### src/rtl/nseq_pkg.sv
// Shared types for the NAND command sequencer.
// Assumes the fixed address-field layout described in the brief.
package nseq_pkg;

    // kind of one byte cycle on the flash bus
    typedef enum logic [1:0] {
        CY_CMD  = 2'd0,
        CY_ADDR = 2'd1,
        CY_WR   = 2'd2,
        CY_RD   = 2'd3
    } cyc_kind_t;

    // fields carried in the access address
    typedef struct packed {
        logic       regsp;
        logic [2:0] ncyc;
        logic       endv;
        logic       data_ph;
        logic [7:0] endop;
        logic [7:0] startop;
        logic       rel_cs;
    } acc_fields_t;

    // number of flash bytes for a data-phase bus size code
    function automatic logic [2:0] size_bytes(input logic [1:0] sz);
        case (sz)
            2'd0:    return 3'd1;
            2'd1:    return 3'd2;
            default: return 3'd4;
        endcase
    endfunction

endpackage

### src/rtl/nseq_addr_decode.sv
// Splits the access address into its control fields.
// Assumes bits [24:3] of the bus address; the low three bits carry nothing.
module nseq_addr_decode
    import nseq_pkg::*;
(
    input  logic [24:3]  addr,
    output acc_fields_t  fld
);
    // pure field extraction
    always_comb begin
        fld.regsp   = addr[24];
        fld.ncyc    = addr[23:21];
        fld.endv    = addr[20];
        fld.data_ph = addr[19];
        fld.endop   = addr[18:11];
        fld.startop = addr[10:3];
        fld.rel_cs  = addr[21];
    end
endmodule

### src/rtl/nseq_cycle_engine.sv
// Runs one byte cycle on the flash bus: command, address, data write or
// data read. Assumes req is held until ack; a new cycle starts on the clock
// after ack when req is high again.
module nseq_cycle_engine
    import nseq_pkg::*;
#(
    parameter int T_WC  = 5,
    parameter int T_WP  = 3,
    parameter int T_RC  = 5,
    parameter int T_REA = 2
) (
    input  logic       clk,
    input  logic       rst_n,
    input  logic       req,
    input  cyc_kind_t  kind,
    input  logic [7:0] wbyte,
    input  logic [7:0] io_in,
    output logic       ack,
    output logic [7:0] rbyte,
    output logic       cle,
    output logic       ale,
    output logic       we_n,
    output logic       re_n,
    output logic       io_oe,
    output logic [7:0] io_out
);
    localparam int TMAX = (T_WC > T_RC) ? T_WC : T_RC;
    localparam int CW   = $clog2(TMAX + 1);
    localparam logic [CW-1:0] WLAST = CW'(T_WC - 1);
    localparam logic [CW-1:0] RLAST = CW'(T_RC - 1);
    localparam logic [CW-1:0] WPULS = CW'(T_WP);
    localparam logic [CW-1:0] RSAMP = CW'(T_REA);

    logic          active;
    cyc_kind_t     knd;
    logic [CW-1:0] cnt;
    logic [7:0]    byte_q;
    logic [7:0]    rcap;
    logic [CW-1:0] last;

    // last count of the running cycle
    always_comb last = (knd == CY_RD) ? RLAST : WLAST;

    // cycle state: start on request, count to the end
    always_ff @(posedge clk) begin
        if (!rst_n) begin
            active <= 1'b0;
            knd    <= CY_CMD;
            cnt    <= '0;
            byte_q <= '0;
        end else if (!active) begin
            if (req) begin
                active <= 1'b1;
                knd    <= kind;
                byte_q <= wbyte;
                cnt    <= '0;
            end
        end else if (cnt == last) begin
            active <= 1'b0;
        end else begin
            cnt <= cnt + 1'b1;
        end
    end

    // read capture at the end of the access time
    always_ff @(posedge clk) begin
        if (!rst_n)
            rcap <= '0;
        else if (active && knd == CY_RD && cnt == RSAMP)
            rcap <= io_in;
    end

    // pin levels decoded from the cycle state
    always_comb begin
        ack    = active && (cnt == last);
        rbyte  = rcap;
        cle    = active && (knd == CY_CMD);
        ale    = active && (knd == CY_ADDR);
        we_n   = !(active && (knd != CY_RD) && (cnt < WPULS));
        re_n   = !(active && (knd == CY_RD) && (cnt <= RSAMP));
        io_oe  = active && (knd != CY_RD);
        io_out = byte_q;
    end


    we_pulse_len_chk: assert property (@(posedge clk) disable iff (!rst_n)
        ($rose(we_n) && active) |-> (cnt == WPULS));

    strobe_excl_chk: assert property (@(posedge clk) disable iff (!rst_n)
        !(!we_n && !re_n));
endmodule

### src/rtl/nseq_rb_watch.sv
// Synchronises the ready/busy line and keeps a sticky flag set by each
// rising edge. Assumes the line idles high; a set wins over a clear.
module nseq_rb_watch #(
    parameter int SYNC_STAGES = 2
) (
    input  logic clk,
    input  logic rst_n,
    input  logic rb_async,
    input  logic clr,
    output logic flag
);
    logic [SYNC_STAGES-1:0] sync_q;
    logic                   prev_q;
    logic                   rise;

    // synchroniser chain and edge history
    always_ff @(posedge clk) begin
        if (!rst_n) begin
            sync_q <= '1;
            prev_q <= 1'b1;
        end else begin
            sync_q <= {sync_q[SYNC_STAGES-2:0], rb_async};
            prev_q <= sync_q[SYNC_STAGES-1];
        end
    end

    // edge detect
    always_comb rise = sync_q[SYNC_STAGES-1] && !prev_q;

    // sticky flag
    always_ff @(posedge clk) begin
        if (!rst_n)
            flag <= 1'b0;
        else if (rise)
            flag <= 1'b1;
        else if (clr)
            flag <= 1'b0;
    end


    rb_edge_sets_chk: assert property (@(posedge clk) disable iff (!rst_n)
        rise |=> flag);

    flag_clear_chk: assert property (@(posedge clk) disable iff (!rst_n)
        (clr && !rise) |=> !flag);
endmodule

### src/rtl/nand_cmd_seq.sv
// NAND flash command sequencer. Each bus access carries its own control in
// the address. The access is expanded into command, address and data byte
// cycles, and the bus is stalled until they finish. Assumes the host holds
// bus_valid and its fields steady until bus_ready.
module nand_cmd_seq
    import nseq_pkg::*;
#(
    parameter int T_WC  = 5,
    parameter int T_RC  = 5,
    parameter int T_WP  = 3,
    parameter int T_REA = 2,
    parameter int T_CLR = 1,
    parameter int T_AR  = 2,
    parameter int T_RR  = 2
) (
    input  logic        clk,
    input  logic        rst_n,
    input  logic        bus_valid,
    input  logic        bus_write,
    input  logic [24:3] bus_addr,
    input  logic [31:0] bus_wdata,
    input  logic [1:0]  bus_size,
    output logic        bus_ready,
    output logic [31:0] bus_rdata,
    output logic        nf_cle,
    output logic        nf_ale,
    output logic        nf_we_n,
    output logic        nf_re_n,
    output logic        nf_ce_n,
    output logic [7:0]  nf_io_out,
    output logic        nf_io_oe,
    input  logic [7:0]  nf_io_in,
    input  logic        nf_rb
);
    localparam int GAP_A = (T_CLR > T_AR) ? T_CLR : T_AR;
    localparam int GAP   = (GAP_A > T_RR) ? GAP_A : T_RR;
    localparam int GW    = $clog2(GAP + 1) + 1;
    localparam logic [GW-1:0] GLAST = GW'(GAP - 1);
    localparam int ADDR_SPLIT = 4;

    typedef enum logic [2:0] {
        ST_IDLE, ST_START, ST_ADDR, ST_END,
        ST_WDATA, ST_GAP, ST_RDATA, ST_DONE
    } seq_state_t;

    acc_fields_t dec;
    acc_fields_t f;
    seq_state_t  st;
    logic [31:0] wd;
    logic [31:0] rdata_q;
    logic [2:0]  idx;
    logic [2:0]  addr_left;
    logic [2:0]  nby;
    logic [2:0]  cont_left;
    logic [7:0]  cont_endop;
    logic        cont_endv;
    logic [7:0]  cur_endop;
    logic        cur_endv;
    logic        ce_n_q;
    logic [GW-1:0] gapcnt;
    logic        accept;
    logic        flag;
    logic        clr;
    logic        eng_req;
    cyc_kind_t   eng_kind;
    logic [7:0]  eng_byte;
    logic        eng_ack;
    logic [7:0]  eng_rbyte;
    logic        idx_last_addr;
    logic        idx_last_data;

    nseq_addr_decode u_dec (
        .addr (bus_addr),
        .fld  (dec)
    );

    nseq_rb_watch #(.SYNC_STAGES(2)) u_rb (
        .clk      (clk),
        .rst_n    (rst_n),
        .rb_async (nf_rb),
        .clr      (clr),
        .flag     (flag)
    );

    nseq_cycle_engine #(
        .T_WC(T_WC), .T_WP(T_WP), .T_RC(T_RC), .T_REA(T_REA)
    ) u_eng (
        .clk    (clk),
        .rst_n  (rst_n),
        .req    (eng_req),
        .kind   (eng_kind),
        .wbyte  (eng_byte),
        .io_in  (nf_io_in),
        .ack    (eng_ack),
        .rbyte  (eng_rbyte),
        .cle    (nf_cle),
        .ale    (nf_ale),
        .we_n   (nf_we_n),
        .re_n   (nf_re_n),
        .io_oe  (nf_io_oe),
        .io_out (nf_io_out)
    );

    // acceptance and register-space clear strobe
    always_comb begin
        accept = (st == ST_IDLE) && bus_valid;
        clr    = accept && dec.regsp && bus_write && bus_wdata[4];
        idx_last_addr = ((idx + 3'd1) == addr_left);
        idx_last_data = ((idx + 3'd1) == nby);
    end

    // byte-cycle request toward the engine for the current step
    always_comb begin
        eng_req  = 1'b0;
        eng_kind = CY_CMD;
        eng_byte = 8'h00;
        case (st)
            ST_START: begin eng_req = 1'b1; eng_kind = CY_CMD;  eng_byte = f.startop; end
            ST_ADDR:  begin eng_req = 1'b1; eng_kind = CY_ADDR; eng_byte = wd[{idx[1:0], 3'b000} +: 8]; end
            ST_END:   begin eng_req = 1'b1; eng_kind = CY_CMD;  eng_byte = cur_endop; end
            ST_WDATA: begin eng_req = 1'b1; eng_kind = CY_WR;   eng_byte = wd[{idx[1:0], 3'b000} +: 8]; end
            ST_RDATA: begin eng_req = 1'b1; eng_kind = CY_RD;   eng_byte = 8'h00; end
            default:  ;
        endcase
    end

    // step sequencer
    always_ff @(posedge clk) begin
        if (!rst_n) begin
            st         <= ST_IDLE;
            f          <= '0;
            wd         <= '0;
            rdata_q    <= '0;
            idx        <= '0;
            addr_left  <= '0;
            nby        <= '0;
            cont_left  <= '0;
            cont_endop <= '0;
            cont_endv  <= 1'b0;
            cur_endop  <= '0;
            cur_endv   <= 1'b0;
            ce_n_q     <= 1'b1;
            gapcnt     <= '0;
        end else begin
            case (st)
                ST_IDLE: if (accept) begin
                    f       <= dec;
                    wd      <= bus_wdata;
                    idx     <= '0;
                    gapcnt  <= '0;
                    rdata_q <= '0;
                    if (dec.regsp) begin
                        rdata_q <= {25'd0, flag, 6'd0};
                        st      <= ST_DONE;
                    end else begin
                        ce_n_q <= 1'b0;
                        if (!dec.data_ph) begin
                            if (cont_left != 3'd0) begin
                                addr_left <= cont_left;
                                cur_endv  <= cont_endv;
                                cur_endop <= cont_endop;
                                cont_left <= '0;
                                st        <= ST_ADDR;
                            end else begin
                                cur_endop <= dec.endop;
                                if (dec.ncyc > 3'(ADDR_SPLIT)) begin
                                    addr_left  <= 3'(ADDR_SPLIT);
                                    cont_left  <= dec.ncyc - 3'(ADDR_SPLIT);
                                    cont_endv  <= dec.endv;
                                    cont_endop <= dec.endop;
                                    cur_endv   <= 1'b0;
                                end else begin
                                    addr_left <= dec.ncyc;
                                    cur_endv  <= dec.endv;
                                end
                                st <= ST_START;
                            end
                        end else begin
                            nby       <= size_bytes(bus_size);
                            cur_endv  <= dec.endv;
                            cur_endop <= dec.endop;
                            if (bus_write)
                                st <= ST_WDATA;
                            else if (GAP > 0)
                                st <= ST_GAP;
                            else
                                st <= ST_RDATA;
                        end
                    end
                end
                ST_START: if (eng_ack) begin
                    if (addr_left != 3'd0) st <= ST_ADDR;
                    else if (cur_endv)     st <= ST_END;
                    else                   st <= ST_DONE;
                end
                ST_ADDR: if (eng_ack) begin
                    idx <= idx + 3'd1;
                    if (idx_last_addr)
                        st <= cur_endv ? ST_END : ST_DONE;
                end
                ST_END: if (eng_ack) st <= ST_DONE;
                ST_WDATA: if (eng_ack) begin
                    idx <= idx + 3'd1;
                    if (idx_last_data)
                        st <= cur_endv ? ST_END : ST_DONE;
                end
                ST_GAP: begin
                    gapcnt <= gapcnt + 1'b1;
                    if (gapcnt == GLAST) st <= ST_RDATA;
                end
                ST_RDATA: if (eng_ack) begin
                    rdata_q[{idx[1:0], 3'b000} +: 8] <= eng_rbyte;
                    idx <= idx + 3'd1;
                    if (idx_last_data) st <= ST_DONE;
                end
                ST_DONE: begin
                    if (!f.regsp && f.data_ph && f.rel_cs)
                        ce_n_q <= 1'b1;
                    st <= ST_IDLE;
                end
                default: st <= ST_IDLE;
            endcase
        end
    end

    // bus-side outputs
    always_comb begin
        bus_ready = (st == ST_DONE);
        bus_rdata = rdata_q;
        nf_ce_n   = ce_n_q;
    end


    latch_excl_chk: assert property (@(posedge clk) disable iff (!rst_n)
        !(nf_cle && nf_ale));

    no_drive_on_read_chk: assert property (@(posedge clk) disable iff (!rst_n)
        !nf_re_n |-> !nf_io_oe);

    ce_during_strobe_chk: assert property (@(posedge clk) disable iff (!rst_n)
        (!nf_we_n || !nf_re_n) |-> !nf_ce_n);

    ready_pulse_chk: assert property (@(posedge clk) disable iff (!rst_n)
        bus_ready |=> !bus_ready);

    ready_idle_engine_chk: assert property (@(posedge clk) disable iff (!rst_n)
        bus_ready |-> (nf_we_n && nf_re_n));
endmodule

### config.mk
export PLATFORM = sky130hd
export DESIGN_NAME = nand_cmd_seq
export DESIGN_NICKNAME = d
export VERILOG_FILES = /design/src/rtl/nseq_pkg.sv /design/src/rtl/nseq_addr_decode.sv /design/src/rtl/nseq_cycle_engine.sv /design/src/rtl/nseq_rb_watch.sv /design/src/rtl/nand_cmd_seq.sv
export SDC_FILE = /design/constraint.sdc
export NUM_CORES = 1
export LEC_CHECK = 0
export ABC_CLOCK_PERIOD_IN_PS = 3640
export CAP_MARGIN = 20
export CORE_UTILIZATION = 60
export DETAILED_ROUTE_END_ITERATION = 7
export DONT_BUFFER_PORTS = 1
export HOLD_SLACK_MARGIN = 0.02
export PLACE_DENSITY = 0.76
export SYNTH_ARGS = -nofsm -noshare
export SYNTH_HDL_FRONTEND = slang
export SYNTH_SLANG_ARGS = --single-unit
export TNS_END_PERCENT = 30
### constraint.sdc
create_clock -name clk -period 3.64 [get_ports clk]
set_input_delay 0.728 -clock clk [delete_from_list [all_inputs] [get_ports clk]]
set_output_delay 0.728 -clock clk [all_outputs]
set_load 0.05 [all_outputs]
* Yosys cells after proc, flatten, opt, wreduce, memory -nomap -nowiden
Index checks and enable logic that the tools add are counted.
Widths: inputs -> output; s select.
** Word-level totals
- Latch bits :: 0
- Bits in registers :: 138
- Memories :: 0
- Bits of input ports :: 69
- Memory bits (writable) :: 0
- Bits in read-only memories :: 0
- Word-level logic and storage cells :: 168
** Cells by class
- Add/subtract/negate cells :: 5
- Multipliers :: 0
- Equal/unequal tests :: 30
- Magnitude comparators :: 3
- Shifts and indexed selects :: 3
- Div/mod/pow operators :: 0
- Bitwise logic cells :: 4
- Reduce and logical (&&, ||, !) cells :: 47
- Multiplexer cells :: 51
** Operator list (number)
- $mux 3 :: 23
- $mux 32 :: 2
- $pmux 32 s2 :: 1
- $bwmux 32 :: 1
- $shift 8x7->32 const A :: 1
- $shiftx 32x6->8 :: 1
- $shiftx 8x7->32 :: 1
- $ne 2x2->1 const B :: 13
- $pmux 3 s8 :: 1
- $pmux 8 s3 :: 1
- $pmux 3 s2 :: 3
- $mux 8 :: 2
- $eq 3x3->1 const B :: 5
- $logic_and 1x1->1 :: 15
- $reduce_bool 2->1 :: 7
- $mux 1 :: 13
- $reduce_and 4->1 :: 3
- $reduce_and 10->1 :: 1
- $add 3x1->3 const B :: 3
- $eq 3x2->1 const B :: 3
- $reduce_and 3->1 :: 3
- $reduce_and 2->1 :: 4
- $mux 7 :: 1
- $neg 5->7 :: 1
- 22 further kinds :: 34

* Longest topological paths before layout
- Depth after elaboration :: 7
- Gate-level depth with buffers :: 10
- Depth with buffers taken out :: 7

* By module
Synthesis repeated with hierarchy kept, for this count alone.
** Second synthesis, totals
- Cell total of the unflattened synthesis :: 755
- Area, all modules :: 6369.9 sq um
** Modules (own cells, without submodules)
- nand_cmd_seq :: cells each 607, instances 1, area each 5114.9 sq um
- nseq_cycle_engine :: cells each 115, instances 1, area each 959.7 sq um
- nseq_addr_decode :: cells each 23, instances 1, area each 172.7 sq um
- nseq_rb_watch :: cells each 10, instances 1, area each 122.6 sq um

* Worst setup path before layout
No wires, ideal clock.
- Kind :: register to output
- Start :: reg u_eng.active
- End :: out nf_re_n
- Path slack :: 878 ps
- Required time :: 2912 ps
- Stages on the path, launching flop included :: 5
- Data arrival time :: 2034 ps
- Cells stage by stage :: dfxtp_1 clkbuf_1 nand2_1 nor3b_1 o21ai_0
** Between the ends
- Longest elaborated chain between the ends :: 3
** Ends and longest elaborated chain
- start: declaration :: line nseq_cycle_engine.sv:34 : logic active;
- start signal: assignment :: line nseq_cycle_engine.sv:47 : active <= 1'b0;
- start signal: assignment :: line nseq_cycle_engine.sv:53 : active <= 1'b1;
- start signal: assignment :: line nseq_cycle_engine.sv:59 : active <= 1'b0;
- $logic_and 1x1->1 (2 in a row) :: line nseq_cycle_engine.sv:80 : re_n = !(active && (knd == CY_RD) && (cnt <= RSAMP));
- $logic_not 1->1 :: line nseq_cycle_engine.sv:80
- end: declaration :: line nand_cmd_seq.sv:28 : output logic nf_re_n,
No other way between the ends.

* Final worst setup path
Same ends and word-level chain as after synthesis.

==> impl_metrics.tcl <==
set metrics [dict create \
    status "complete, no violations" \
    hold_viol 0 \
    critPathKind "reg2out" \
    netlist_instances 689 \
    slew_headroom 0.314 \
    num_vias 4844 \
    period_share 0.740 \
    die_area_um2 10700 \
    clk_pin_slew_ns 0.06 \
    drtAntennaViolNets 0 \
    setup_viol 0 \
    num_antenna_cells 0 \
    gr-total-overflow 0 \
    ctsHtreeMaxLevel 4 \
    drt-total-wl_mm 14.2 \
    cts_resized 0 \
    ys.flop_type "dfxtp_1" \
    synth.most_common_cell "nand2_1" \
    antenna_found_initial 0 \
    die-width_um 103 \
    hold_path.class "in2reg" \
    cts_tree "yes" \
    first_pass_iters 6 \
    yosysTopAreaCellShare 0.449 \
    synth_edf_count 0 \
    yosys.area.top_type "dfxtp_1" \
    route.detailed.drc 0 \
    peakVddDrop_mv 0.361 \
    multi_input_area_um2 3150 \
    io_pins 116 \
    cts_hold_buffers 0 \
    crit_chain "nand2_1 > nor3b_1 > buf_4 > o21ai_1 > buf_4" \
    crit_top_cell "buf_4" \
    clk_latency_ns 0.53 \
    grt_pass1_vias 4516 \
    nets 746 \
    min_path_cells 1 \
    setup_ws_ns 0.945 \
    dieHeight_um 103 \
    crit_required_ns 2.91 \
    start_kind "flop" \
    crit_path_top_delay_cell "dfxtp_1" \
    yosysWarnings 0 \
    grt_pass1_wl_mm 22.3 \
    first_iter_violations 327 \
    dp_hpwl_mm 9.50 \
    rows 36 \
    final.min_clock_period_ns 2.69 \
    drv_slew 0 \
    core_area_um2 9860 \
    synth_fp_nets 768 \
    path_max_fanout 11 \
    tns_ns 0 \
    clockBufferDepth 2 \
    pre_cts_ws_ns 0.883 \
    synth.area.top_cells "dfxtp_1 (45%), a21boi_0 (9.3%), nand2_1 (9.0%), nand3_1 (3.5%), mux2i_1 (2.9%)" \
    drive_gt1_frac 0.0810 \
    synth-seq-cells 138 \
    synthArstFlopShare 0 \
    synth_area_per_cell_um2 8.93 \
    ys_seq_area_frac 0.449 \
    area_growth_syn_to_layout_pct 11.1 \
    cts_sinks 138 \
    critPathMaxStageDelay_ns 0.54 \
    powerDensity_nw_per_um2 717 \
    grtUsageTotal 0.277 \
    cts-root-buf "clkbuf_8" \
    reg2regPathDepth 7 \
    worst_slew_pin_slew_ns 1.02 \
    cap_violations 0 \
    seq_area_um2 2760 \
    post_drt_via_cell_ratio 5.97 \
    clock_skew_ns 0.0105 \
    port-buffer-count 0 \
    cts_buffers 17 \
    yosys-top-cells-count "nand2_1 (148), dfxtp_1 (138), a21boi_0 (76)" \
    start_util 0.623 \
    timing.fmax_mhz 371 \
    yosysUniqueCellTypes 54 \
    wl_per_cell_um 17.5 \
    fill_cells 755 \
    crit_arrival_ns 1.97 \
    critical_path.endpoint_type "primary output" \
    p_leak_nw 2.51 \
    rsz0062_at_grt "no" \
    grt_max_degree 128 \
    syn_area_um2 6150 \
    postCtsSetupBuffers 0 \
    gp_congestion 0.829 \
]
==> where the power goes <==
part / internal [mW] / total [mW] / leakage (nW) / switching, mW
registers: 1.68 / 1.89 / 1.12 / 0.210
clock network: 1.19 / 1.83 / 0.304 / 0.641
logic: 0.377 / 1.17 / 1.09 / 0.797
==> critical path, delay by kind of cell (launching register included) <==
kind / cells / cell delay, ns
and+or+nand+nor: 2 / 0.39
AOI/OAI and AO/OA: 1 / 0.08
DFF: 1 / 0.54
buffers and inverters: 2 / 0.43
==> cell families (layout without fill, tap and decap cells) <==
kind of cell	after synthesis	count (layout)	share of synthesized area
xor+xnor	8	8	0.0138
mux	26	26	0.0586
flops	138	138	0.449
simple gates	266	266	0.203
fa+ha+maj	10	10	0.0203
compound gates	177	177	0.214
buf+inv	64	54	0.0411
==> layout by cell type, fill, tap and decap left out, drive strengths merged, types with 3 or more instances in the layout <==
cell,n
o21ai,34
ha,10
o211a,14
nor3,7
a222oi,8
a21boi,76
buf,11
nand2,148
mux4,8
or3,3
a22oi,3
mux2i,18
and3,4
bufinv,5
nand3b,3
nor4,4
dfxtp,138
clkbuf,19
and2,6
nand2b,4
a21oi,7
nor2b,23
clkinv,5
nand3,43
inv,12
nor2,12
xnor2,5
o311ai,3
a22o,16
o211ai,3
==> metrics by stage <==
| stage | cell area [um2] | power (mW) | hold WS (ns) | instances | utilization |
|---|---|---|---|---|---|
| floorplan | 6150 | 2.82 | 0.386 | 689 | - |
| global placement | 6200 | 3.02 | 0.387 | 781 | 0.629 |
| detailed placement | 6200 | 3.07 | 0.392 | 781 | 0.629 |
| CTS | 6830 | 4.90 | 0.282 | 812 | 0.693 |
| global route | 6830 | 5.13 | 0.295 | 812 | 0.693 |
| finish | 6830 | 4.90 | 0.333 | 812 | 0.693 |
==> metal layers <==
layer,up-vias,routed length (um),track usage
met5,-,0,0
met4,0,248,0.108
met3,19,1070,0.0793
met2,176,7050,0.468
met1,2271,5860,0.333
li1,2378,-,-
==> sequential cells by signal (all words and copies together) (netlist names), 2 cells and up <==
signal        count
u_rb.sync_q       2
cont_endop        8
cont_left         3
f                11
wd               32
gapcnt            3
u_eng.knd         2
nby               3
cur_endop         8
u_eng.cnt         3
u_eng.rbyte       8
bus_rdata        32
u_eng.io_out      8
idx               3
st                3
addr_left         3
==> layout make-up <==
type | count | share of cell area
clock inverter | 12 | 0.0289
multi-input combinational | 487 | 0.461
timing repair buffer | 11 | 0.0121
sequential | 138 | 0.404
clock buffer | 19 | 0.0632
tap | 133 | 0.0244
inverter | 12 | 0.00659
==> path summary, 6_finish.rpt <==
kind | endpoint | from | slack (ns)
setup reg to reg | st[0] | idx[1] | 0.95
setup / recovery | nf_re_n | u_eng.active | 0.95
hold / removal | u_eng.knd[0] | rst_n | 0.33
hold reg to reg | u_rb.sync_q[1] | u_rb.sync_q[0] | 0.41
Power figures use the tool's default switching activity.
